[src/rtl/spicmd_pkg.sv]
package spicmd_pkg;
  localparam int OPC_BITS  = 8;
  localparam int CTL_BITS  = 16;
  localparam int CTL_USED  = 10;
  localparam int WORD_BITS = 32;
  localparam int LBL_COUNT = 16;
  localparam int LBL_BITS  = LBL_COUNT * 8;
  localparam int STAT_BITS = 16;
  localparam int STAT_HALF = STAT_BITS / 2;
  localparam int CNT_W     = $clog2(LBL_BITS);

  localparam logic [3:0] OP_LBL_WR = 4'h1;
  localparam logic [3:0] OP_LBL_RD = 4'h2;
  localparam logic [3:0] OP_POP    = 4'h3;
  localparam logic [3:0] OP_CTL_WR = 4'h4;
  localparam logic [3:0] OP_CTL_RD = 4'h5;
  localparam logic [3:0] OP_STAT   = 4'h6;
  localparam logic [3:0] OP_MRST   = 4'h7;
  localparam logic [3:0] OP_TX_HI  = 4'h8;
  localparam logic [3:0] OP_TX_LO  = 4'h9;

  typedef enum logic [1:0] {ST_OPC, ST_WR, ST_RD, ST_DONE} fst_e;

  function automatic int field_len(input logic [3:0] op);
    case (op)
      OP_LBL_WR, OP_LBL_RD:         return LBL_BITS;
      OP_POP, OP_TX_HI, OP_TX_LO:   return WORD_BITS;
      OP_CTL_WR, OP_CTL_RD, OP_STAT: return CTL_BITS;
      default:                      return 1;
    endcase
  endfunction

  function automatic logic is_wr(input logic [3:0] op);
    return (op == OP_LBL_WR) || (op == OP_CTL_WR) || (op == OP_TX_HI) || (op == OP_TX_LO);
  endfunction

  function automatic logic is_rd(input logic [3:0] op);
    return (op == OP_LBL_RD) || (op == OP_POP) || (op == OP_CTL_RD) || (op == OP_STAT);
  endfunction
endpackage

[src/rtl/spicmd_sync.sv]
module spicmd_sync #(
  parameter int STAGES = 2
) (
  input  logic clk,
  input  logic rst_n,
  input  logic sck,
  input  logic cs_n,
  input  logic si,
  output logic sck_rise,
  output logic sck_fall,
  output logic cs_idle,
  output logic si_s
);
  logic [STAGES-1:0] sck_q, cs_q, si_q;
  logic              sck_d;

  always_ff @(posedge clk or negedge rst_n) begin
    if (!rst_n) begin
      sck_q <= '0;
      cs_q  <= '1;
      si_q  <= '0;
      sck_d <= 1'b0;
    end else begin
      sck_q[0] <= sck;
      cs_q[0]  <= cs_n;
      si_q[0]  <= si;
      for (int k = 1; k < STAGES; k++) begin
        sck_q[k] <= sck_q[k-1];
        cs_q[k]  <= cs_q[k-1];
        si_q[k]  <= si_q[k-1];
      end
      sck_d <= sck_q[STAGES-1];
    end
  end

  assign sck_rise = sck_q[STAGES-1] & ~sck_d;
  assign sck_fall = ~sck_q[STAGES-1] & sck_d;
  assign cs_idle  = cs_q[STAGES-1];
  assign si_s     = si_q[STAGES-1];
endmodule

[src/rtl/spicmd_frame.sv]
module spicmd_frame
  import spicmd_pkg::*;
(
  input  logic                clk,
  input  logic                rst_n,
  input  logic                sck_rise,
  input  logic                sck_fall,
  input  logic                cs_idle,
  input  logic                si_s,
  input  logic [LBL_BITS-1:0] rd_word,
  output logic [3:0]          op_q,
  output logic [3:0]          chan_q,
  output logic                opc_done,
  output logic                fld_done,
  output logic [LBL_BITS-1:0] wdata,
  output logic                so_q
);
  fst_e                  st;
  logic [CNT_W-1:0]      cnt;
  logic [OPC_BITS-2:0]   osr;
  logic [LBL_BITS-1:0]   rsr;
  logic [OPC_BITS-1:0]   opc_byte;
  logic [CNT_W-1:0]      last_idx;

  assign opc_byte = {osr, si_s};
  assign last_idx = CNT_W'(field_len(op_q) - 1);

  always_ff @(posedge clk or negedge rst_n) begin
    if (!rst_n) begin
      st       <= ST_OPC;
      cnt      <= '0;
      osr      <= '0;
      rsr      <= '0;
      wdata    <= '0;
      op_q     <= '0;
      chan_q   <= '0;
      opc_done <= 1'b0;
      fld_done <= 1'b0;
      so_q     <= 1'b0;
    end else begin
      opc_done <= 1'b0;
      fld_done <= 1'b0;
      // read image is taken the cycle after the opcode byte is decoded
      if (opc_done && is_rd(op_q)) rsr <= rd_word;
      if (cs_idle) begin
        st   <= ST_OPC;
        cnt  <= '0;
        so_q <= 1'b0;
      end else begin
        if (sck_rise) begin
          case (st)
            ST_OPC: begin
              osr <= opc_byte[OPC_BITS-2:0];
              if (cnt == CNT_W'(OPC_BITS - 1)) begin
                chan_q   <= opc_byte[7:4];
                op_q     <= opc_byte[3:0];
                opc_done <= 1'b1;
                cnt      <= '0;
                if (is_wr(opc_byte[3:0]))      st <= ST_WR;
                else if (is_rd(opc_byte[3:0])) st <= ST_RD;
                else                           st <= ST_DONE;
              end else begin
                cnt <= cnt + 1'b1;
              end
            end
            ST_WR: begin
              wdata <= {wdata[LBL_BITS-2:0], si_s};
              if (cnt == last_idx) begin
                fld_done <= 1'b1;
                st       <= ST_DONE;
              end else begin
                cnt <= cnt + 1'b1;
              end
            end
            ST_RD: begin
              if (cnt == last_idx) begin
                fld_done <= 1'b1;
                st       <= ST_DONE;
              end else begin
                cnt <= cnt + 1'b1;
              end
            end
            default: ;
          endcase
        end
        if (sck_fall) begin
          if (st == ST_RD) begin
            so_q <= rsr[LBL_BITS-1];
            rsr  <= {rsr[LBL_BITS-2:0], 1'b0};
          end else begin
            so_q <= 1'b0;
          end
        end
      end
    end
  end
endmodule

[src/rtl/spicmd_rdmux.sv]
module spicmd_rdmux
  import spicmd_pkg::*;
#(
  parameter int NCH = 8
) (
  input  logic [3:0]               op,
  input  logic [3:0]               chan,
  input  logic [NCH*CTL_BITS-1:0]  ctl_rdata,
  input  logic [NCH*LBL_BITS-1:0]  lbl_rdata,
  input  logic [NCH*WORD_BITS-1:0] fifo_rdata,
  input  logic [NCH-1:0]           fifo_valid,
  input  logic [NCH-1:0]           fifo_full,
  output logic [LBL_BITS-1:0]      rd_word,
  output logic                     has_word
);
  localparam logic [CTL_BITS-1:0] CTL_MASK = CTL_BITS'((1 << CTL_USED) - 1);

  logic                 chan_ok;
  int                   idx;
  logic [STAT_BITS-1:0] stat;

  assign chan_ok = (chan >= 4'd1) && (int'(chan) <= NCH);
  assign idx     = int'(chan) - 1;

  always_comb begin
    stat = '0;
    for (int i = 0; i < STAT_HALF; i++) begin
      if (i < NCH) begin
        stat[i]             = ~fifo_valid[i];
        stat[STAT_HALF + i] = fifo_full[i];
      end
    end
  end

  always_comb begin
    rd_word  = '0;
    has_word = 1'b0;
    case (op)
      OP_LBL_RD: if (chan_ok) rd_word = lbl_rdata[idx*LBL_BITS +: LBL_BITS];
      OP_POP: begin
        if (chan_ok && fifo_valid[idx]) begin
          rd_word[LBL_BITS-1 -: WORD_BITS] = fifo_rdata[idx*WORD_BITS +: WORD_BITS];
          has_word = 1'b1;
        end
      end
      OP_CTL_RD: if (chan_ok) rd_word[LBL_BITS-1 -: CTL_BITS] = ctl_rdata[idx*CTL_BITS +: CTL_BITS] & CTL_MASK;
      OP_STAT:   rd_word[LBL_BITS-1 -: STAT_BITS] = stat;
      default: ;
    endcase
  end
endmodule

[src/rtl/spicmd_decoder.sv]
module spicmd_decoder
  import spicmd_pkg::*;
#(
  parameter int NCH         = 8,
  parameter int SYNC_STAGES = 2,
  localparam int CHW        = (NCH > 1) ? $clog2(NCH) : 1
) (
  input  logic                     clk,
  input  logic                     rst_n,
  input  logic                     sck,
  input  logic                     cs_n,
  input  logic                     si,
  output logic                     so,
  output logic                     so_oe,
  input  logic [NCH*CTL_BITS-1:0]  ctl_rdata,
  input  logic [NCH*LBL_BITS-1:0]  lbl_rdata,
  input  logic [NCH*WORD_BITS-1:0] fifo_rdata,
  input  logic [NCH-1:0]           fifo_valid,
  input  logic [NCH-1:0]           fifo_full,
  output logic [NCH-1:0]           fifo_pop,
  output logic                     ctl_we,
  output logic                     lbl_we,
  output logic                     tx_we,
  output logic                     tx_fast,
  output logic [CHW-1:0]           wr_chan,
  output logic [CTL_BITS-1:0]      ctl_wdata,
  output logic [LBL_BITS-1:0]      lbl_wdata,
  output logic [WORD_BITS-1:0]     tx_wdata,
  output logic                     mreset
);
  logic                sck_rise, sck_fall, cs_idle, si_s;
  logic [3:0]          op_q, chan_q;
  logic                opc_done, fld_done;
  logic [LBL_BITS-1:0] wdata, rd_word;
  logic                has_word, pop_ok, so_q, chan_ok;

  spicmd_sync #(.STAGES(SYNC_STAGES)) u_sync (
    .clk(clk), .rst_n(rst_n), .sck(sck), .cs_n(cs_n), .si(si),
    .sck_rise(sck_rise), .sck_fall(sck_fall), .cs_idle(cs_idle), .si_s(si_s)
  );

  spicmd_frame u_frame (
    .clk(clk), .rst_n(rst_n), .sck_rise(sck_rise), .sck_fall(sck_fall),
    .cs_idle(cs_idle), .si_s(si_s), .rd_word(rd_word), .op_q(op_q),
    .chan_q(chan_q), .opc_done(opc_done), .fld_done(fld_done),
    .wdata(wdata), .so_q(so_q)
  );

  spicmd_rdmux #(.NCH(NCH)) u_rdmux (
    .op(op_q), .chan(chan_q), .ctl_rdata(ctl_rdata), .lbl_rdata(lbl_rdata),
    .fifo_rdata(fifo_rdata), .fifo_valid(fifo_valid), .fifo_full(fifo_full),
    .rd_word(rd_word), .has_word(has_word)
  );

  // remember whether the FIFO head was valid when the read image was taken
  always_ff @(posedge clk or negedge rst_n) begin
    if (!rst_n)                             pop_ok <= 1'b0;
    else if (opc_done && op_q == OP_POP)    pop_ok <= has_word;
  end

  assign chan_ok   = (chan_q >= 4'd1) && (int'(chan_q) <= NCH);
  assign wr_chan   = CHW'(chan_q - 4'd1);
  assign ctl_we    = fld_done && (op_q == OP_CTL_WR) && chan_ok;
  assign lbl_we    = fld_done && (op_q == OP_LBL_WR) && chan_ok;
  assign tx_we     = fld_done && ((op_q == OP_TX_HI) || (op_q == OP_TX_LO));
  assign tx_fast   = tx_we && (op_q == OP_TX_HI);
  assign mreset    = opc_done && (op_q == OP_MRST);
  assign ctl_wdata = wdata[CTL_BITS-1:0];
  assign lbl_wdata = wdata;
  assign tx_wdata  = wdata[WORD_BITS-1:0];
  assign so        = so_q;
  assign so_oe     = ~cs_n;

  for (genvar g = 0; g < NCH; g++) begin : g_pop
    assign fifo_pop[g] = fld_done && (op_q == OP_POP) && chan_ok && pop_ok &&
                         (chan_q == 4'(g + 1));
  end
endmodule

[config.mk]
export PLATFORM = sky130hd
export DESIGN_NAME = spicmd_decoder
export DESIGN_NICKNAME = d
export VERILOG_FILES = /design/src/rtl/spicmd_pkg.sv /design/src/rtl/spicmd_sync.sv /design/src/rtl/spicmd_frame.sv /design/src/rtl/spicmd_rdmux.sv /design/src/rtl/spicmd_decoder.sv
export SDC_FILE = /design/constraint.sdc
export NUM_CORES = 1
export LEC_CHECK = 0
export BUFFER_PORTS_ARGS = -buffer_cell sky130_fd_sc_hd__buf_4
export CAP_MARGIN = 20
export CORE_AREA = 10 10 626 628
export CTS_BUF_LIST = sky130_fd_sc_hd__clkbuf_8 sky130_fd_sc_hd__clkbuf_16
export CTS_CLUSTER_DIAMETER = 100
export CTS_CLUSTER_SIZE = 20
export DETAILED_ROUTE_END_ITERATION = 10
export DIE_AREA = 0 0 636 638
export HOLD_SLACK_MARGIN = 0.05
export SLEW_MARGIN = 15
export SYNTH_ARGS = -nofsm -noshare
export SYNTH_HDL_FRONTEND = slang
export SYNTH_SLANG_ARGS = --single-unit
export TNS_END_PERCENT = 5
[constraint.sdc]
create_clock -name clk -period 4.7 [get_ports clk]
set_clock_uncertainty 0.2 [all_clocks]
set_input_delay 0.94 -clock clk [delete_from_list [all_inputs] [get_ports clk]]
set_output_delay 0.94 -clock clk [all_outputs]
set_load 0.01 [all_outputs]
==> results.ini <==
[run_status]
status = finished clean

[grt]
grt_overflow = 0
grt_pass1_wl_mm = 412
antenna_found_initial = 479
grt_max_degree = 180
grt_use_total = 0.166
grt_pass1_vias = 25800

[routing]
vias_per_cell = 3.20
routed-via-count = 27300
antenna_left = 0
wl_per_cell_um = 41.5
drcViolationCount = 0
drtIter0Drc = 2646
dr.pass1.iters = 8
routed_wl_mm = 355

[synthesis]
syn-cell-area_mm2 = 0.0230
ys_seq_area_frac = 0.316
synthArstFlopShare = 1.00
syn_inst = 1924
syn_avg_cell_area_um2 = 12.0
ys.flop_type = dfrtp_1
synth_warnings = 0
ys_types = 60
synth_edf_count = 0
synth_nets = 3363
synth_seq_cells = 291

[floorplan]
start_util = 0.0609
std_cell_rows = 226
die_h_um = 638
io_pins = 1623
die_w_um = 636
dieArea_mm2 = 0.406
core_area_mm2 = 0.378

[worst_hold_path]
hold_start = u_sync.si_q[0]
hold_depth = 0
hold_end = u_sync.si_q[1]
min_path_type = reg -> reg

[power]
leakage_nw = 16.7
power_density_mw_per_mm2 = 172
power_frac_comb = 0.215
p_seq_frac = 0.352
p_int_mw = 4.99
irDropWorstVdd_v = 0.000219
p_clk_frac = 0.433
switchingPower_mw = 2.29
netSwitchingFraction = 0.314
p_total_mw = 7.28

[clocking]
clkLatencyLatePin_ps = 700
htree_num_levels = 2
cts_buffers = 34
cts.sinks = 291
cts_buffer_depth = 3
cts_tree = built
clkTransAtPathRegs_ps = 80
cts_setup_buffers = 0
clockRootBuffer = clkbuf_16

[place]
gp_congestion = 0.939
port_buffers = 1574
placed_cells = 8335
dp_hpwl_mm = 327

[timing]
hold_violations = 0
slew_headroom = 0.187
min_period_ps = 4330
fin_setup_tns_ps = 0
tightest_slew_ps = 1220
fmax_ghz = 0.231
slew_violations = 0
rsz0062_at_grt = false
period_share = 0.922
setup_violations = 0

[critical_path]
rrSetupSlack_ps = 720
r2r-start = u_frame.chan_q[0]
crit_fanout = 17
cp_cell_sequence = inv_1 -> ha_1 -> nand2b_1 -> a22oi_1 -> buf_4 -> nand4_1 -> nor3_1 -> and2_1 -> buf_4
path_common_cell = buf_4
critPathCaptureType = primary output
required_ps = 3560
rr_worst_depth = 7
startpoint_type = register
worstPathArrival_ps = 3190
reg2reg_to = u_frame.rsr[100]
slowest_stage = dfrtp_4
path_class = reg -> out
cp_slowest_stage_delay_ps = 680

[cells_and_area]
final_core_util = 0.112
fin_cells = 8535
nNetsFinal = 4795
drive_gt1_frac = 0.649
syn_to_final_growth_pct = 84.1

[job]
maxCapViolCount = 0

-- what timing repair did --
| item | 4_1_cts | 5_1_grt |
|---|---|---|
| resized for setup | 0 | 0 |
| hold endpoints to repair | 45 | 0 |
| hold buffers | 1 | 0 |
-- cell usage after synthesis (2+ instances only) --
library cell    n  area [um^2]
nor3_1        119          596
and3_1          9         56.3
xor2_1          4         35.0
nand4_1         4         25.0
o22a_1          9         78.8
dfrtp_1       289         7230
a221oi_1       11         96.3
a2111oi_0       5         43.8
xnor2_1         3         26.3
nor4_1          3         18.8
buf_2          48          240
o31a_1          2         17.5
dfstp_2         2         52.6
mux4_2        342         7700
o22ai_1         2         12.5
mux2i_1        84          841
a22o_1         21          184
o211ai_1        2         15.0
clkbuf_1      129          484
a21oi_1       230         1150
mux2_2        142         1600
a31oi_1         3         18.8
o21ai_0        27          135
nand3_1         7         35.0
or3_1          10         62.6
nand2b_1        3         18.8
buf_4          48          360
buf_1          16         60.1
nor2_1        135          507
a22oi_1        51          383
o221ai_1        4         35.0
nor2b_1         7         43.8
and3b_1         3         26.3
ha_1           10          125
o21ai_1        11         55.1
nand2_1        71          267
a211oi_1       10         75.1
nand3b_1        2         15.0
and2_1          9         56.3
inv_1          16         60.1
o21a_1          2         15.0
-- worst max-delay path by stage --
stage / start / to / cells past startpoint
floorplan: u_frame.chan_q[0] / wr_chan[1] / 12
global placement: u_frame.chan_q[0] / u_frame.rsr[100] / 7
detailed placement: u_frame.chan_q[0] / u_frame.rsr[100] / 7
CTS: u_frame.chan_q[0] / wr_chan[1] / 6
global route: u_frame.chan_q[0] / fifo_pop[1] / 9
finish: u_frame.chan_q[0] / fifo_pop[3] / 9
-- state kept, by name, indices dropped and copies added, names as in the netlist --
register          flops
pop_ok                1
u_frame.chan_q        4
u_frame.cnt           7
u_frame.fld_done      1
u_frame.op_q          4
u_frame.opc_done      1
u_frame.osr           7
u_frame.rsr         128
u_frame.so_q          1
u_frame.st            2
u_frame.wdata       128
u_sync.cs_q           2
u_sync.sck_d          1
u_sync.sck_q          2
u_sync.si_q           2
-- critical path, delay by kind of cell, from the launching register on --
kind                       cells  cell delay [ps]
buffers and inverters          3              570
DFF                            1              680
adders and majority gates      1              230
AOI/OAI and AO/OA              1              190
and+or+nand+nor                4              820
-- kinds of logic (layout without fill, tap and decap cells) --
group / Yosys count / after routing / synth area share
simple gates: 392 / 392 / 0.0789
mux: 569 / 569 / 0.441
buf+inv: 258 / 1714 / 0.0525
other cells: 0 / 139 / 0
xor+xnor: 8 / 8 / 0.00337
flops: 291 / 291 / 0.316
compound gates: 396 / 396 / 0.103
fa+ha+maj: 10 / 10 / 0.00543
-- power groups by stage --
stage	combinational [mW]	clock (mW)	sequential, mW
floorplan	0.291	0	2.60
finish	1.56	3.15	2.56
detailed placement	1.58	0	2.61
global route	1.64	3.37	2.57
CTS	1.59	3.32	2.56
global placement	1.56	0	2.61
-- metrics by stage --
stage | instance area, um^2 | worst slack (ps) | hold slack (ps)
2_1_floorplan | 23000 | 345 | 131
3_3_place_gp | 40800 | 683 | 144
3_5_place_dp | 40800 | 647 | 152
4_1_cts | 42100 | 208 | 84.4
5_1_grt | 42200 | 184 | 122
6_report | 42400 | 368 | 155
-- placed cells by master (no fill, tap or decap), types with 4 or more instances in the layout --
master	n
o22a_1	9
buf_4	1615
mux2i_1	84
and3_1	9
nor2b_1	7
inv_16	7
diode_2	139
clkbuf_16	34
nand2_1	71
nand3_1	6
nor2_1	135
nand4_1	4
clkinv_8	5
nor3_1	119
a221oi_1	11
a22o_1	21
inv_12	4
a2111oi_0	4
xor2_1	4
o21ai_1	10
buf_12	20
and2_1	9
a211oi_1	10
o21ai_0	27
inv_6	7
mux2_2	141
or3_1	10
o221ai_1	4
a21oi_1	229
inv_1	16
a22oi_1	51
ha_1	9
dfrtp_1	288
mux4_2	342
-- per-layer routing --
metal	part of all wire	GRT usage	vias to the layer above
met3	0.17	0.118	802
li1	-	-	10700
met1	0.35	0.179	13400
met2	0.45	0.265	2166
met5	0.0055	0	-
met4	0.031	0.0357	300
-- area by class of cell --
| class | count | area [um^2] |
|---|---|---|
| timing repair buffer | 1637 | 12500 |
| tap | 5016 | 6280 |
| antenna | 139 | 348 |
| clock buffer | 34 | 851 |
| sequential | 291 | 7290 |
| multi-input combinational | 1375 | 14600 |
| clock inverter | 26 | 398 |
| inverter | 17 | 71.3 |
| fill | 43400 | 336000 |
Power figures use the tool's default switching activity.
